==> config.mk <==
export PLATFORM = sky130hd
export DESIGN_NAME = bm_chan_regs
export DESIGN_NICKNAME = d
export VERILOG_FILES = /design/src/rtl/bm_regs_pkg.sv /design/src/rtl/bm_cmd_ctrl.sv /design/src/rtl/bm_status_reg.sv /design/src/rtl/bm_base_ptr.sv /design/src/rtl/bm_chan_regs.sv
export SDC_FILE = /design/constraint.sdc
export NUM_CORES = 1
export LEC_CHECK = 0
export BUFFER_PORTS_ARGS = -buffer_cell sky130_fd_sc_hd__clkbuf_2
export CORE_ASPECT_RATIO = 1.5
export CORE_UTILIZATION = 35
export DETAILED_ROUTE_END_ITERATION = 10
export PLACE_DENSITY = 0.69
export SLEW_MARGIN = 40
export SYNTH_ARGS = -nofsm -noshare
export SYNTH_HDL_FRONTEND = slang
export SYNTH_SLANG_ARGS = --single-unit
==> constraint.sdc <==
create_clock -name clk -period 2.1 [get_ports clk]
set_input_delay 0.21 -clock clk [delete_from_list [all_inputs] [get_ports clk]]
set_output_delay 0.21 -clock clk [all_outputs]
set_load 0.03 [all_outputs]
==> src/rtl/bm_regs_pkg.sv <==
package bm_regs_pkg;
  localparam int BM_LANES = 4;
  localparam int BM_AW    = BM_LANES * 8;
  localparam int BM_OFF_W = $clog2(BM_LANES);
  localparam int BM_ALIGN = 2;

  localparam logic [7:0] CMD_KEEP_MASK = 8'h09;
  localparam int CMD_START_BIT = 0;
  localparam int CMD_DIR_BIT   = 3;

  localparam int ST_ACTIVE = 0;
  localparam int ST_ERROR  = 1;
  localparam int ST_IRQ    = 2;

  typedef enum logic [1:0] {
    SEL_CMD  = 2'd0,
    SEL_STAT = 2'd1,
    SEL_BASE = 2'd2,
    SEL_NONE = 2'd3
  } reg_sel_e;

  typedef enum logic [1:0] {
    SZ_BYTE = 2'd0,
    SZ_HALF = 2'd1,
    SZ_WORD = 2'd2,
    SZ_WIDE = 2'd3
  } acc_size_e;
endpackage

==> src/rtl/bm_cmd_ctrl.sv <==
module bm_cmd_ctrl
  import bm_regs_pkg::*;
(
  input  logic       clk,
  input  logic       rst_n,
  input  logic       wr_cmd,
  input  logic [7:0] wdata,
  input  logic       active,
  output logic [7:0] cmd_q,
  output logic       start_set,
  output logic       stop_clr,
  output logic       reload_q,
  output logic       kick_q,
  output logic       cancel_q
);
  logic rise, fall;

  always_comb begin
    rise      = wr_cmd &&  wdata[CMD_START_BIT] && !cmd_q[CMD_START_BIT];
    fall      = wr_cmd && !wdata[CMD_START_BIT] &&  cmd_q[CMD_START_BIT];
    start_set = rise && !active;
    stop_clr  = fall;
  end

  always_ff @(posedge clk) begin
    if (!rst_n) begin
      cmd_q    <= '0;
      reload_q <= 1'b0;
      kick_q   <= 1'b0;
      cancel_q <= 1'b0;
    end else begin
      if (wr_cmd) cmd_q <= wdata & CMD_KEEP_MASK;
      reload_q <= rise;
      kick_q   <= start_set;
      cancel_q <= fall;
    end
  end

  assert_kick_on_rise_R3: assert property (@(posedge clk) disable iff (!rst_n)
    kick_q |-> (cmd_q[CMD_START_BIT] && !$past(cmd_q[CMD_START_BIT])))
    else $error("kick without start edge");

  assert_cancel_on_fall_R4: assert property (@(posedge clk) disable iff (!rst_n)
    cancel_q |-> (!cmd_q[CMD_START_BIT] && $past(cmd_q[CMD_START_BIT])))
    else $error("cancel without stop edge");

  assert_no_pulse_steady_R5: assert property (@(posedge clk) disable iff (!rst_n)
    $stable(cmd_q[CMD_START_BIT]) |-> (!reload_q && !kick_q && !cancel_q))
    else $error("pulse while start bit steady");
endmodule

==> src/rtl/bm_status_reg.sv <==
module bm_status_reg
  import bm_regs_pkg::*;
(
  input  logic       clk,
  input  logic       rst_n,
  input  logic       wr_stat,
  input  logic [2:1] w1c,
  input  logic       start_set,
  input  logic       stop_clr,
  input  logic       walk_done,
  input  logic       walk_exhausted,
  input  logic       dev_irq,
  output logic [7:0] stat_byte
);
  logic act_q, err_q, irq_q, irq_prev_q;
  logic irq_rise;

  assign irq_rise  = dev_irq && !irq_prev_q;
  assign stat_byte = {5'b0, irq_q, err_q, act_q};

  always_ff @(posedge clk) begin
    if (!rst_n) begin
      act_q      <= 1'b0;
      err_q      <= 1'b0;
      irq_q      <= 1'b0;
      irq_prev_q <= 1'b0;
    end else begin
      irq_prev_q <= dev_irq;
      if (start_set)                   act_q <= 1'b1;
      else if (stop_clr || walk_done)  act_q <= 1'b0;
      if (walk_done && walk_exhausted) err_q <= 1'b1;
      else if (wr_stat && w1c[ST_ERROR]) err_q <= 1'b0;
      if (irq_rise)                    irq_q <= 1'b1;
      else if (wr_stat && w1c[ST_IRQ]) irq_q <= 1'b0;
    end
  end

  assert_active_ro_R9: assert property (@(posedge clk) disable iff (!rst_n)
    (wr_stat && !start_set && !stop_clr && !walk_done) |=> (act_q == $past(act_q)))
    else $error("status write moved active bit");
endmodule

==> src/rtl/bm_base_ptr.sv <==
module bm_base_ptr
  import bm_regs_pkg::*;
#(
  parameter int LANES = BM_LANES,
  parameter int ALIGN = BM_ALIGN,
  localparam int AW   = LANES * 8,
  localparam int OW   = $clog2(LANES)
) (
  input  logic          clk,
  input  logic          rst_n,
  input  logic          wr_base,
  input  logic [OW-1:0] off,
  input  logic [1:0]    size,
  input  logic [AW-1:0] wdata,
  output logic [AW-1:0] base_q,
  output logic [AW-1:0] rd_view
);
  localparam logic [AW-1:0] ALIGN_CLR = ~((AW)'((1 << ALIGN) - 1));

  logic [LANES-1:0]   fill;
  logic [2*LANES-1:0] fill_wide;
  logic [LANES-1:0]   lane_en;
  logic [AW-1:0]      wshift, rmask, nxt;
  logic [OW+2:0]      bitsh;

  always_comb begin
    unique case (acc_size_e'(size))
      SZ_BYTE: begin fill = LANES'(1); rmask = AW'(8'hFF);   end
      SZ_HALF: begin fill = LANES'(3); rmask = AW'(16'hFFFF); end
      default: begin fill = '1;        rmask = '1;            end
    endcase
    bitsh     = {off, 3'b000};
    fill_wide = {{LANES{1'b0}}, fill} << off;
    lane_en   = fill_wide[LANES-1:0];
    wshift    = wdata << bitsh;
    rd_view   = (base_q >> bitsh) & rmask;
  end

  for (genvar k = 0; k < LANES; k++) begin : g_lane
    assign nxt[8*k +: 8] = lane_en[k] ? wshift[8*k +: 8] : base_q[8*k +: 8];

    assert_lane_hold_R6: assert property (@(posedge clk) disable iff (!rst_n)
      (wr_base && !lane_en[k]) |=> $stable(base_q[8*k +: 8]))
      else $error("unselected lane changed");
  end

  always_ff @(posedge clk) begin
    if (!rst_n)       base_q <= '0;
    else if (wr_base) base_q <= nxt & ALIGN_CLR;
  end
endmodule

==> src/rtl/bm_chan_regs.sv <==
module bm_chan_regs
  import bm_regs_pkg::*;
(
  input  logic        clk,
  input  logic        rst_n,
  input  logic        reg_wr_en,
  input  logic [1:0]  reg_sel,
  input  logic [1:0]  reg_off,
  input  logic [1:0]  reg_size,
  input  logic [31:0] reg_wdata,
  output logic [31:0] reg_rdata,
  output logic        walk_reload,
  output logic        walk_kick,
  output logic        walk_cancel,
  output logic [31:0] walk_base,
  output logic        walk_to_mem,
  input  logic        walk_done,
  input  logic        walk_exhausted,
  input  logic        dev_irq,
  output logic        host_irq
);
  logic       wr_cmd, wr_stat, wr_base;
  logic [7:0] cmd_q, stat_byte;
  logic       start_set, stop_clr;
  logic [BM_AW-1:0] base_q, base_rd;

  assign wr_cmd  = reg_wr_en && (reg_sel_e'(reg_sel) == SEL_CMD);
  assign wr_stat = reg_wr_en && (reg_sel_e'(reg_sel) == SEL_STAT);
  assign wr_base = reg_wr_en && (reg_sel_e'(reg_sel) == SEL_BASE);

  bm_cmd_ctrl u_cmd (
    .clk(clk), .rst_n(rst_n), .wr_cmd(wr_cmd), .wdata(reg_wdata[7:0]),
    .active(stat_byte[ST_ACTIVE]), .cmd_q(cmd_q), .start_set(start_set),
    .stop_clr(stop_clr), .reload_q(walk_reload), .kick_q(walk_kick),
    .cancel_q(walk_cancel)
  );

  bm_status_reg u_stat (
    .clk(clk), .rst_n(rst_n), .wr_stat(wr_stat), .w1c(reg_wdata[2:1]),
    .start_set(start_set), .stop_clr(stop_clr), .walk_done(walk_done),
    .walk_exhausted(walk_exhausted), .dev_irq(dev_irq), .stat_byte(stat_byte)
  );

  bm_base_ptr #(.LANES(BM_LANES), .ALIGN(BM_ALIGN)) u_base (
    .clk(clk), .rst_n(rst_n), .wr_base(wr_base), .off(reg_off),
    .size(reg_size), .wdata(reg_wdata), .base_q(base_q), .rd_view(base_rd)
  );

  assign walk_base   = base_q;
  assign walk_to_mem = cmd_q[CMD_DIR_BIT];
  assign host_irq    = dev_irq;

  always_comb begin
    unique case (reg_sel_e'(reg_sel))
      SEL_CMD:  reg_rdata = {24'b0, cmd_q};
      SEL_STAT: reg_rdata = {24'b0, stat_byte};
      SEL_BASE: reg_rdata = base_rd;
      default:  reg_rdata = '0;
    endcase
  end

  assert_cancel_idle_R4: assert property (@(posedge clk) disable iff (!rst_n)
    walk_cancel |-> !stat_byte[ST_ACTIVE])
    else $error("cancel left channel active");

  assert_irq_latch_R8: assert property (@(posedge clk) disable iff (!rst_n)
    $rose(dev_irq) |=> stat_byte[ST_IRQ])
    else $error("interrupt edge not latched");

  assert_exhaust_err_R10: assert property (@(posedge clk) disable iff (!rst_n)
    (walk_done && walk_exhausted) |=> stat_byte[ST_ERROR])
    else $error("exhausted completion without error bit");

  assert_kick_active_R3: assert property (@(posedge clk) disable iff (!rst_n)
    walk_kick |-> stat_byte[ST_ACTIVE])
    else $error("kick while channel inactive");
endmodule

* After elaboration in Yosys (flattened, before gate mapping)
Index checks and enable logic that the tools add are counted.
** Word-level totals
- Register bits after elaboration :: 39
- Latch bits :: 0
- RAM bits :: 0
- Bits in read-only memories :: 0
- Input bits :: 44
- Memories :: 0
** Operators by class
- Add/subtract/negate cells :: 0
- Multiply operators :: 0
- Divide/modulo/power cells :: 0
- Order comparisons :: 0
- Eq/ne operators :: 3
- Shifts and indexed selects :: 3
- Mux-type cells :: 9
- Bitwise operators :: 1
- Reduce and logical (&&, ||, !) cells :: 26
** Operators with widths (count)
- 32-bit one-hot mux with 3 select lines :: 1
- 32-bit one-hot mux with 2 select lines :: 1
- 32-bit bitwise AND :: 1
- 32-bit by 5-bit left shift with 32-bit output :: 1
- 32-bit by 5-bit >> shifter with 32-bit output :: 1
- 1-bit logical AND :: 12
- 4-bit one-hot mux with 2 select lines :: 1
- 2-bit AND reduction :: 4
- 1-bit two-way mux :: 6
- 2-bit nonzero test :: 3
- 2-bit by 1-bit equality test with 1-bit output, second input constant :: 2
- 1-bit zero test :: 4
- 2-bit zero test :: 2
- 4-bit by 2-bit left shift with 4-bit output :: 1
- 2-bit equality test, second input constant :: 1
- 1-bit logical OR :: 1

* Depth between registers and ports, before layout
Gate-level depths: netlist (run 1).
- Depth after elaboration :: 7
- Depth in mapped cells :: 6

* Cells and area by module
Synthesis (run 1) repeated with hierarchy kept, for this count alone.
** Second synthesis, totals
- Cell total of the unflattened synthesis :: 337
- Area total of the unflattened synthesis :: 2919.0 µm²
** Modules (own cells, without submodules)
- bm_base_ptr :: instances 1, cells each 240, area each 2073.2 µm², seq. area each 600.6 µm²
- bm_chan_regs :: instances 1, cells each 51, area each 394.1 µm², seq. area each 0.0 µm²
- bm_cmd_ctrl :: instances 1, cells each 24, area each 245.2 µm², seq. area each 100.1 µm²
- bm_status_reg :: instances 1, cells each 22, area each 206.4 µm², seq. area each 80.1 µm²

* Least setup slack after synthesis (run 1)
No wires, ideal clock.
- Path type :: input to output
- Start point :: in reg_off[1]
- End point :: out reg_rdata[5]
- Arrival time :: 1687 ps
- Data required time :: 1890 ps
- Slack :: 203 ps
- Stages on the path :: 5
- Buffers on the path :: 3
- Path through :: buf_2 -> buf_2 -> clkbuf_1 -> a211oi_1 -> a211oi_1
** On the way
- Word-level cells in the longest chain between the ends :: 3
** RTL lines
- start: declaration :: RTL line bm_chan_regs.sv:8 : input logic [1:0] reg_off,
- 32-bit by 5-bit >> shifter with 32-bit output :: RTL line bm_base_ptr.sv:36 : rd_view = (base_q >> bitsh) & rmask;
- 32-bit bitwise AND :: RTL line bm_base_ptr.sv:36
- 32-bit one-hot mux with 3 select lines :: RTL line bm_chan_regs.sv:54 : unique case (reg_sel_e'(reg_sel))
- end: declaration :: RTL line bm_chan_regs.sv:11 : output logic [31:0] reg_rdata,
No other way between the ends.

* Worst setup path after layout (run 1)
- Start point :: in reg_off[0]
- End point :: out reg_rdata[1]
The elaborated chain is that of the path after synthesis.

==> impl_metrics.csv, run 1 <==
group,metric,value,unit
run_status,status,"complete, no violations",
finish,stdcell_count,502,
timing,fin_skew,0.000235,ns
placement,placed_cell_area,3360,µm²
floorplanning,core-area,7560,µm²
placement,place_inst,494,
synth,synth_top_area_share,28.7,%
finish,fillerInstances,748,
worst_setup_path,critPathRequiredTime,1.89,ns
clock_tree,htree_levels,2,
timing,finalCritPeriodShare,84.1,%
worst_setup_path,crit_path_end_kind,"output pin",
clock_tree,cts.path.max_buffers,2,
placement,numPortBuffers,110,
finish,multi_input_area,1760,µm²
min_path,hold-path-cell-count,2,
timing,hold_viol,0,
timing,final_max_slew_viol_count,0,
finish,drive_gt1_share,40.0,%
finish,fin_area,3510,µm²
worst_setup_path,r2r_start,"u_cmd.cmd_q[0]",
clock_tree,cts_buffers,5,
synth,postSynthCellCount,299,
synth,ys_ff_latch,39,
worst_setup_path,r2r_cells,3,
clock_tree,numClockSinks,39,
min_path,min_to,"u_stat.irq_prev_q",
floorplanning,fp.dieH,110,µm
job,max_cap_viol_count,0,
grt,antenna_found_initial,0,
grt,grt_util_all_layers,21.3,%
synth,synth-edff-count,0,
synth,synth_seq_area_share,28.7,%
routing,initialDrtViolationCount,227,
routing,viasPerCell,5.70,
power,ir_drop,0.371,mV
synth,synth_area,2720,µm²
worst_setup_path,crit_type,"in2out",
grt,gr-total-overflow,0,
synth,synth.area.top_cells,"dfxtp_1 (29%), mux2i_1 (11%), o311ai_0 (5.1%)",
timing,fmax,566,MHz
grt,grt_pass1_vias,2620,
clock_tree,clk_latency,0.28,ns
min_path,holdCritPathClass,"in2reg",
floorplanning,die_w,74.0,µm
synth,synth_area_per_cell,9.10,µm²
synth,postSynth.asyncResetShare,0,%
worst_setup_path,crit_chain,"clkbuf_2 > clkinv_1 > a2bb2oi_1 > o21ai_0 > clkbuf_2",
worst_setup_path,crit_arrival,1.56,ns
finish,finalNetCount,443,
worst_setup_path,slowest_stage,"clkinv_1",
routing,drc,0,
worst_setup_path,critPathMostFrequentCell,"clkbuf_2",
worst_setup_path,cp_slowest_stage_delay,0.36,ns
routing,firstDrtPassIters,7,
routing,via_count,2861,
synth,synth_top_area_cell,"dfxtp_1",
timing,min_period,1.77,ns
clock_tree,postCtsSetupBuffers,0,
power,p_leak,1.53,nW
timing,tns,0,ns
synth,synthFlopType,"dfxtp_1",
floorplanning,dieArea,8140,µm²
worst_setup_path,r2r_end,"u_stat.act_q",
timing,whs,0.154,ns
placement,gp_congestion,0.834,
floorplanning,start_util,36.0,%
placement,hpwl,6.76,mm
finish,final_util,46.4,%
power,powerDensity,574,nW/µm²
worst_setup_path,regToRegSetupSlack,1.11,ns
worst_setup_path,startpoint,"reg_off[0]",
timing,worst_slew_pin_slew,0.601,ns
grt,grt_pass1_wl,13.1,mm
min_path,timing.hold.worst.start,"dev_irq",
grt,grt_max_degree,35,
finish,antenna_cells,0,
timing,max_slew_margin,59.6,%
clock_tree,path_clk_slew,0.06,ns
timing,rsz0062_at_grt,"no",
floorplanning,row_count,39,
finish,regArea,781,µm²
clock_tree,holdBufCountCts,0,
clock_tree,cts.repair.resized,0,
synth,synth.distinct_cells,47,
timing,finalSetupViolCount,0,
floorplanning,ios,113,
worst_setup_path,critPathLaunchType,"input port",
routing,wire_per_inst,17.0,µm
clock_tree,cts_root_buf,"clkbuf_16",
routing,ant_nets,0,
synth,synth_warnings,0,
routing,routed_wl,8.55,mm
worst_setup_path,cp_max_fo,12,
clock_tree,tritoncts,"done",
finish,areaGrowthSynthToFinish,29.1,%
critical path: cells and delay by family:
| family | cells | cell delay [ns] |
|---|---|---|
| buffers and inverters | 3 | 0.89 |
| AOI/OAI and AO/OA | 2 | 0.45 |
flip-flops by register name (all words and copies together), names as in the netlist:
register,flops
u_stat.irq_q,1
u_cmd.kick_q,1
u_cmd.reload_q,1
u_stat.err_q,1
u_stat.act_q,1
u_cmd.cmd_q,2
u_base.base_q,30
u_cmd.cancel_q,1
u_stat.irq_prev_q,1
power breakdown:
part / switching, W / internal [W] / total, W
combinational: 0.000259 / 0.000170 / 0.000429
clock: 0.000293 / 0.000505 / 0.000799
sequential: 0.0000251 / 0.000763 / 0.000788
total: 0.000577 / 0.00144 / 0.00202
logic make-up (layout without fill, tap and decap cells):
group	after synthesis	count (layout)	synth area share [%]
AOI/OAI and AO/OA	93	93	26.4
buffers and inverters	34	134	6.80
DFF	39	39	28.7
muxes	47	47	20.1
other	1	2	0.138
and+or+nand+nor	85	85	17.8
worst max path at each step:
stage / cells after the start / slack [ns] / to
after global placement: 5 / 0.38 / reg_rdata[29]
after floorplan: 5 / 0.20 / reg_rdata[5]
after CTS: 5 / 0.30 / reg_rdata[25]
after detailed placement: 5 / 0.30 / reg_rdata[25]
final: 5 / 0.33 / reg_rdata[1]
after global routing: 5 / 0.13 / reg_rdata[25]
cells in the mapped netlist, types with 2 or more instances:
master,n
nand3_1,7
nand4_1,5
o31ai_1,8
clkbuf_1,11
a21oi_1,8
a211oi_2,8
buf_2,12
o21ai_0,10
a211oi_1,9
clkinv_1,2
buf_6,3
a2bb2oi_1,9
nand2_1,9
a31oi_1,8
nand2b_1,3
nor2_1,23
buf_4,5
o311ai_0,16
dfxtp_1,39
or3_1,2
mux4_2,5
nor2b_1,13
and2_1,9
nor3b_2,2
mux2i_1,30
a22oi_1,10
nand4b_1,2
mux2_2,12
area by class of cell:
type                       instances  area share [%]
sequential                        39            22.2
inverter                           2           0.214
timing repair buffer             124            19.4
clock buffer                       8            4.45
tap                              102            3.63
multi-input combinational        227            50.1
metal layers:
metal | up-vias | global-route usage [%] | routed length (µm)
met5 | - | 0 | 0
met4 | 0 | 10.9 | 252
met3 | 23 | 3.27 | 473
met2 | 119 | 36.8 | 4360
met1 | 1362 | 24.9 | 3460
li1 | 1357 | - | -
through the flow:
| stage | power [W] | setup WS [ns] |
|---|---|---|
| 2_1_floorplan | 0.00109 | 0.203 |
| 3_3_place_gp | 0.00122 | 0.377 |
| 3_5_place_dp | 0.00123 | 0.300 |
| 4_1_cts | 0.00202 | 0.299 |
| 5_1_grt | 0.00209 | 0.134 |
| 6_report | 0.00202 | 0.334 |
placed cells by master (no fill, tap or decap), drive strengths merged, types with 2 or more instances in the layout:
cell type  count
clkbuf       118
dfxtp         39
mux2i         30
nor2          23
a211oi        17
o311ai        16
buf           14
nor2b         13
mux2          12
o21ai         11
a22oi         10
a2bb2oi        9
and2           9
nand2          9
a21oi          8
o31ai          8
a31oi          8
nand3          7
mux4           5
nand4          5
nand2b         3
clkinv         2
or3            2
nor3b          2
nand4b         2
conb           2
nand3b         2
and3           2
(Power assumes the default switching activity.)
==> run 2: changes to the inputs <==
--- a/config.mk
+++ b/config.mk
@@ -5,6 +5,7 @@
 export SDC_FILE = /design/constraint.sdc
 export NUM_CORES = 1
 export LEC_CHECK = 0
+export ABC_AREA = 1
 export BUFFER_PORTS_ARGS = -buffer_cell sky130_fd_sc_hd__clkbuf_2
 export CORE_ASPECT_RATIO = 1.5
 export CORE_UTILIZATION = 35
==> constraint.sdc (replaced) <==
create_clock -name clk -period 1.7 [get_ports clk]
set_input_delay 0.17 -clock clk [delete_from_list [all_inputs] [get_ports clk]]
set_output_delay 0.17 -clock clk [all_outputs]
set_load 0.03 [all_outputs]
==> run 2 against run 1 <==
- critical path depth stayed put
- synthesized cell count is 72% higher
- register-to-register slack worse by 0.16 ns
- clock-buffer cell count is 2 lower
- via count is 20% higher
- combinational power is 42% higher
- die area is 2.1% higher
- power is 25% higher
- sequential power is 24% higher
- worst hold slack worse by 0.048 ns
- final area is 2.4% higher
- area after synthesis is 2.1% higher
- critical endpoint is now reg_rdata[6]
==> impl_metrics.csv, run 2 <==
group,metric,value,unit
floorplanning,die_w,74.8,µm
synth,synth_seq_area_share,28.1,%
synth,synth_area_per_cell,5.40,µm²
worst_setup_path,crit_arrival,1.37,ns
routing,initialDrtViolationCount,179,
floorplanning,core-area,7660,µm²
finish,areaGrowthSynthToFinish,29.4,%
finish,fillerInstances,845,
synth,synth_warnings,0,
routing,drc,0,
clock_tree,cts_buffers,5,
worst_setup_path,critPathLaunchType,"register",
finish,antenna_cells,0,
synth,ys_ff_latch,39,
placement,gp_congestion,0.895,
min_path,holdCritPathClass,"in2reg",
routing,ant_nets,0,
placement,hpwl,7.50,mm
routing,via_count,3440,
floorplanning,fp.dieH,111,µm
grt,met1_usage,25.9,%
min_path,hold-path-cell-count,3,
synth,yosys-top-cells-count,"nand2_1 (191), nor2_1 (96), inv_1 (58)",
synth,synth_area,2780,µm²
grt,antenna_found_initial,0,
placement,place_inst,715,
timing,worst_slew_pin_slew,0.688,ns
timing,tns,0,ns
worst_setup_path,r2r_cells,3,
grt,grt_use_met2,43.4,%
worst_setup_path,critPathRequiredTime,1.53,ns
power,powerDensity,699,nW/µm²
timing,fin_skew,0.000769,ns
grt,grt_pass1_vias,3240,
clock_tree,clk_latency,0.27,ns
finish,final_common_cell,"nand2_1",
routing,viasPerCell,4.76,
synth,post-synth-top-count-cell,"nand2_1",
grt,gr-total-overflow,0,
grt,grt_util_all_layers,24.1,%
floorplanning,ios,113,
power,p_leak,2.02,nW
routing,wire_per_inst,13.1,µm
grt,grt_pass1_wl,15.2,mm
clock_tree,holdBufCountCts,0,
clock_tree,numClockSinks,39,
floorplanning,dieArea,8310,µm²
routing,firstDrtPassIters,5,
worst_setup_path,r2r_start,"u_cmd.cmd_q[0]",
timing,fmax,647,MHz
finish,largest_register,"u_base.base_q",
worst_setup_path,cp_max_fo,3,
placement,numPortBuffers,110,
synth,postSynthCellCount,515,
grt,top_usage_layer,"met2",
synth,synth.area.top_cells,"dfxtp_1 (28%), nand2_1 (26%), nor2_1 (13%)",
finish,drive_gt1_share,23.1,%
synth,synth_top_area_cell,"dfxtp_1",
clock_tree,cts.repair.resized,0,
job,max_cap_viol_count,0,
clock_tree,postCtsSetupBuffers,0,
clock_tree,tritoncts,"done",
synth,postSynth.asyncResetShare,0,%
timing,final_max_slew_viol_count,0,
clock_tree,cts_root_buf,"clkbuf_16",
synth,synth-edff-count,0,
finish,stdcell_count,722,
clock_tree,path_clk_slew,0.06,ns
timing,hold_viol,0,
finish,finalNetCount,664,
grt,grt_max_degree,28,
timing,finalCritPeriodShare,90.9,%
timing,rsz0062_at_grt,"no",
worst_setup_path,r2r_end,"u_stat.act_q",
worst_setup_path,regToRegSetupSlack,0.95,ns
grt,met3_usage,3.00,%
synth,synthFlopType,"dfxtp_1",
routing,routed_wl,9.42,mm
min_path,timing.hold.worst.start,"dev_irq",
clock_tree,htree_levels,2,
timing,min_period,1.54,ns
finish,top_regs,"u_base.base_q: 30 flops, u_cmd.cmd_q: 2 flops",
min_path,min_to,"u_stat.irq_prev_q",
finish,largest_register_ffs,30,
floorplanning,start_util,36.3,%
power,ir_drop,0.394,mV
finish,final_cell_mix,"nand2_1 (191), clkbuf_2 (110), nor2_1 (96), inv_1 (58), dfxtp_1 (39)",
run_status,status,"complete, no violations",
worst_setup_path,crit_path_end_kind,"output pin",
worst_setup_path,crit_type,"reg2out",
timing,max_slew_margin,53.8,%
synth,synth_top_area_share,28.1,%
clock_tree,cts.path.max_buffers,2,
timing,finalSetupViolCount,0,
floorplanning,row_count,39,
synth,synth.distinct_cells,24,
run 2: cell types whose count changed after synthesis, sizes merged, moves of 10 or more:
cell	previous run	this run
nand3	7	35
nand2	9	192
mux2i	30	0
mux2	12	0
o21ai	11	32
nor2	23	101
a211oi	17	0
inv	0	61
nor2b	13	0
o311ai	16	0
a22oi	10	0
run 2: worst max-delay path: stages (launching register included):
cell      delay [ns]
dfxtp_1         0.36
inv_1           0.06
nand2_1         0.05
o21ai_0         0.14
o22ai_1         0.24
clkbuf_2        0.24
run 2: cells by family (layout without fill, tap and decap cells):
group | after synthesis | after routing | share of synthesized area, %
and+or+nand+nor | 332 | 332 | 48.1
buffers and inverters | 89 | 193 | 13.6
AOI/OAI and AO/OA | 54 | 54 | 10.1
DFF | 39 | 39 | 28.1
other | 1 | 2 | 0.135
run 2: layer usage:
metal | up-vias | share of wire [%] | wire, µm
met4 | 0 | 4.8 | 453
met3 | 26 | 4.2 | 399
li1 | 1772 | - | -
met2 | 127 | 53 | 4980
met5 | - | 0 | 0
met1 | 1515 | 38 | 3590
run 2: where the power goes:
group / leakage, nW / internal [W] / switching, W
Clock: 0.0727 / 0.000572 / 0.000353
Sequential: 0.317 / 0.000950 / 0.0000289
Combinational: 1.63 / 0.000193 / 0.000416
run 2: worst max path at each step:
stage / depth (start not counted) / slack, ns / end / from
3_3_place_gp: 6 / 0.25 / reg_rdata[8] / reg_sel[1]
6_report: 5 / 0.16 / reg_rdata[6] / u_base.base_q[30]
2_1_floorplan: 6 / 0.02 / reg_rdata[8] / reg_off[1]
3_5_place_dp: 6 / 0.21 / reg_rdata[8] / reg_sel[1]
4_1_cts: 5 / 0.14 / reg_rdata[3] / u_base.base_q[19]
5_1_grt: 5 / 0.06 / reg_rdata[3] / u_base.base_q[19]
run 2: layout make-up:
cell class,count,area [µm²],area share (%)
clock buffer,6,139,3.86
timing repair buffer,125,688,19.1
sequential,39,781,21.7
multi-input combinational,388,1630,45.2
tap,102,128,3.55
clock inverter,1,5.00,0.139
inverter,61,229,6.37
run 2: through the flow:
stage / setup slack (ns) / power [W] / hold slack (ns) / instance area, µm² / utilization [%]
finish: 0.155 / 0.00251 / 0.106 / 3590 / 46.9
global route: 0.0601 / 0.00265 / 0.120 / 3590 / 46.9
CTS: 0.137 / 0.00253 / 0.110 / 3590 / 46.9
detailed placement: 0.214 / 0.00161 / 0.399 / 3450 / 45.0
global placement: 0.251 / 0.00160 / 0.384 / 3450 / 45.0
floorplan: 0.0169 / 0.00139 / 0.277 / 2780 / -
==> run 3: changes to the inputs <==
--- a/config.mk
+++ b/config.mk
@@ -5,7 +5,6 @@
 export SDC_FILE = /design/constraint.sdc
 export NUM_CORES = 1
 export LEC_CHECK = 0
-export ABC_AREA = 1
 export BUFFER_PORTS_ARGS = -buffer_cell sky130_fd_sc_hd__clkbuf_2
 export CORE_ASPECT_RATIO = 1.5
 export CORE_UTILIZATION = 35
==> constraint.sdc (replaced) <==
create_clock -name clk -period 1.7 [get_ports clk]
set_input_delay 0.255 -clock clk [delete_from_list [all_inputs] [get_ports clk]]
set_output_delay 0.255 -clock clk [all_outputs]
set_load 0.03 [all_outputs]
==> run 3 against run 2 <==
- the run now ends with DRC left
- sequential share of layout area down 0.48 points
- global-route usage fell by 1.6 points
- die area is 2.0% lower
- worst hold slack improved by 0.10 ns
- clock-buffer cell count unchanged
- worst setup slack worse by 0.11 ns
- register-to-register slack lost 0.29 ns
- first-iteration DRC count decreased by 6.7%
- non-clock buffer count is 14 higher
- critical endpoint is now reg_rdata[0]
==> impl_metrics.csv, run 3 (synthesized netlist as in run 1, its figures left out) <==
group,metric,value,unit
run_status,status,"complete, but fails checks",
placement,gp_congestion,0.857,
routing,wire_per_inst,17.3,µm
floorplanning,dieArea,8140,µm²
finish,areaGrowthSynthToFinish,35.3,%
worst_setup_path,r2r_start,"u_cmd.cmd_q[0]",
worst_setup_path,cp_max_fo,7,
floorplanning,start_util,36.0,%
finish,finalNetCount,458,
power,powerDensity,717,nW/µm²
placement,hpwl,7.17,mm
routing,via_count,2881,
finish,largest_register,"u_base.base_q",
worst_setup_path,startpoint,"reg_off[1]",
finish,antenna_cells,0,
grt,grt_util_all_layers,22.4,%
finish,largest_register_ffs,30,
clock_tree,path_clk_slew,0.06,ns
power,p_comb_share,21.5,%
finish,final_util,48.7,%
timing,rsz0062_at_grt,"yes",
clock_tree,numClockSinks,39,
timing,finalCritPeriodShare,97.2,%
min_path,timing.hold.worst.start,"dev_irq",
grt,gr-total-overflow,0,
worst_setup_path,critPathLaunchType,"input port",
routing,drc,2,
routing,routed_wl,8.93,mm
run_status,violations,"DRC",
worst_setup_path,crit_path_end_kind,"output pin",
worst_setup_path,crit_type,"in2out",
floorplanning,core-area,7560,µm²
floorplanning,row_count,39,
placement,placed_cell_area,3500,µm²
finish,drive_gt1_share,44.3,%
clock_tree,cts_buffers,5,
min_path,min_to,"u_stat.irq_prev_q",
grt,grt_max_degree,32,
grt,antenna_found_initial,0,
worst_setup_path,crit_arrival,1.40,ns
worst_setup_path,critPathRequiredTime,1.44,ns
min_path,holdCritPathClass,"in2reg",
routing,initialDrtViolationCount,167,
timing,fmax,605,MHz
min_path,hold-path-cell-count,2,
routing,viasPerCell,5.57,
power,p_leak,1.62,nW
finish,fillerInstances,750,
routing,ant_nets,0,
finish,final_cell_mix,"clkbuf_2 (108), dfxtp_1 (38), mux2i_1 (30), buf_4 (28), nor2_1 (22)",
grt,grt_pass1_vias,2802,
worst_setup_path,r2r_end,"u_stat.act_q",
timing,finalSetupViolCount,0,
clock_tree,cts_root_buf,"clkbuf_16",
placement,numPortBuffers,110,
clock_tree,htree_levels,2,
clock_tree,holdBufCountCts,0,
power,clockPowerShare,41.7,%
routing,firstDrtPassIters,7,
floorplanning,ios,113,
power,ir_drop,0.355,mV
floorplanning,die_w,74.0,µm
floorplanning,fp.dieH,110,µm
job,max_cap_viol_count,0,
clock_tree,clk_latency,0.28,ns
clock_tree,cts.path.max_buffers,2,
timing,fin_skew,0.000465,ns
timing,hold_viol,0,
worst_setup_path,r2r_cells,3,
grt,grt_pass1_wl,13.9,mm
finish,fin_area,3680,µm²
worst_setup_path,regToRegSetupSlack,0.66,ns
power,netSwitchingFraction,27.9,%
finish,top_regs,"u_base.base_q: 30 flops, u_cmd.cmd_q: 2 flops",
power,power.switching,0.000736,W
timing,final_max_slew_viol_count,0,
power,p_int,0.00191,W
clock_tree,tritoncts,"done",
timing,min_period,1.65,ns
power,seqPwrFrac,36.8,%
finish,final_common_cell,"clkbuf_2",
## run 3: changes by cell type in the layout (fill, tap and decap cells not counted), moves of 10 or more
cell and delta:
nor2_1 -74, nand2_1 -182, mux2i_1 +30, nor2b_1 +13
nand3_1 -26, a211oi_2 +12, o21ai_0 -22, buf_4 +15
o311ai_0 +16, mux2_2 +12, inv_1 -58, a22oi_1 +10
## run 3: worst max path at each step
| stage | slack (ns) | to | cells after the start |
|---|---|---|---|
| 3_5_place_dp | 0.008 | reg_rdata[3] | 6 |
| 4_1_cts | 0.002 | reg_rdata[3] | 4 |
| 2_1_floorplan | -0.02 | reg_rdata[5] | 5 |
| 5_1_grt | -0.004 | reg_rdata[3] | 4 |
| 6_report | 0.05 | reg_rdata[0] | 6 |
| 3_3_place_gp | 0.02 | reg_rdata[3] | 6 |
## run 3: area by class of cell
class | count | area, µm² | area share [%]
multi-input cells | 227 | 1800 | 48.8
repair buffers | 139 | 796 | 21.6
flip-flops and latches | 39 | 782 | 21.2
clock buffers | 6 | 139 | 3.77
well taps | 102 | 128 | 3.47
clock inverters | 2 | 35.0 | 0.951
inverters | 2 | 7.51 | 0.204
## run 3: metrics by stage
step           power, W   TNS, ns  hold WS, ns  std cells  worst slack [ns]
2_1_floorplan   0.00135   -0.0172        0.377        300           -0.0164
6_report        0.00264         0        0.211        517            0.0472
4_1_cts         0.00265         0        0.209        517           0.00248
3_3_place_gp    0.00154         0        0.451        509            0.0242
5_1_grt         0.00274  -0.00383        0.234        517          -0.00383
3_5_place_dp    0.00155         0        0.453        509           0.00800
## run 3: routing by layer
| layer | global-route usage, % | wire length, µm | up-vias | share of wire [%] |
|---|---|---|---|---|
| met4 | 10.0 | 220 | 0 | 2.5 |
| li1 | - | - | 1384 | - |
| met2 | 40.5 | 4720 | 98 | 53 |
| met3 | 3.27 | 457 | 17 | 5.1 |
| met5 | 0 | 0 | - | 0 |
| met1 | 25.5 | 3540 | 1382 | 40 |
## run 3: timing repair
| item | CTS | global route |
|---|---|---|
| setup endpoints to repair | 1 | 2 |
| buffers inserted | 0 | 0 |
| resized for setup | 1 | 4 |
## run 3: power groups by stage
stage	Sequential, W	Clock [W]	Combinational, W
floorplan	0.00103	0	0.000324
global placement	0.000991	0	0.000553
detailed placement	0.000992	0	0.000562
CTS	0.000972	0.00111	0.000565
global route	0.000976	0.00116	0.000610
finish	0.000972	0.00110	0.000568
## run 3: worst max-delay path, cell delays in order
cell,delay (ns)
clkbuf_2,0.15
buf_4,0.18
mux2i_1,0.24
a2bb2oi_1,0.28
o22ai_2,0.11
clkbuf_2,0.19
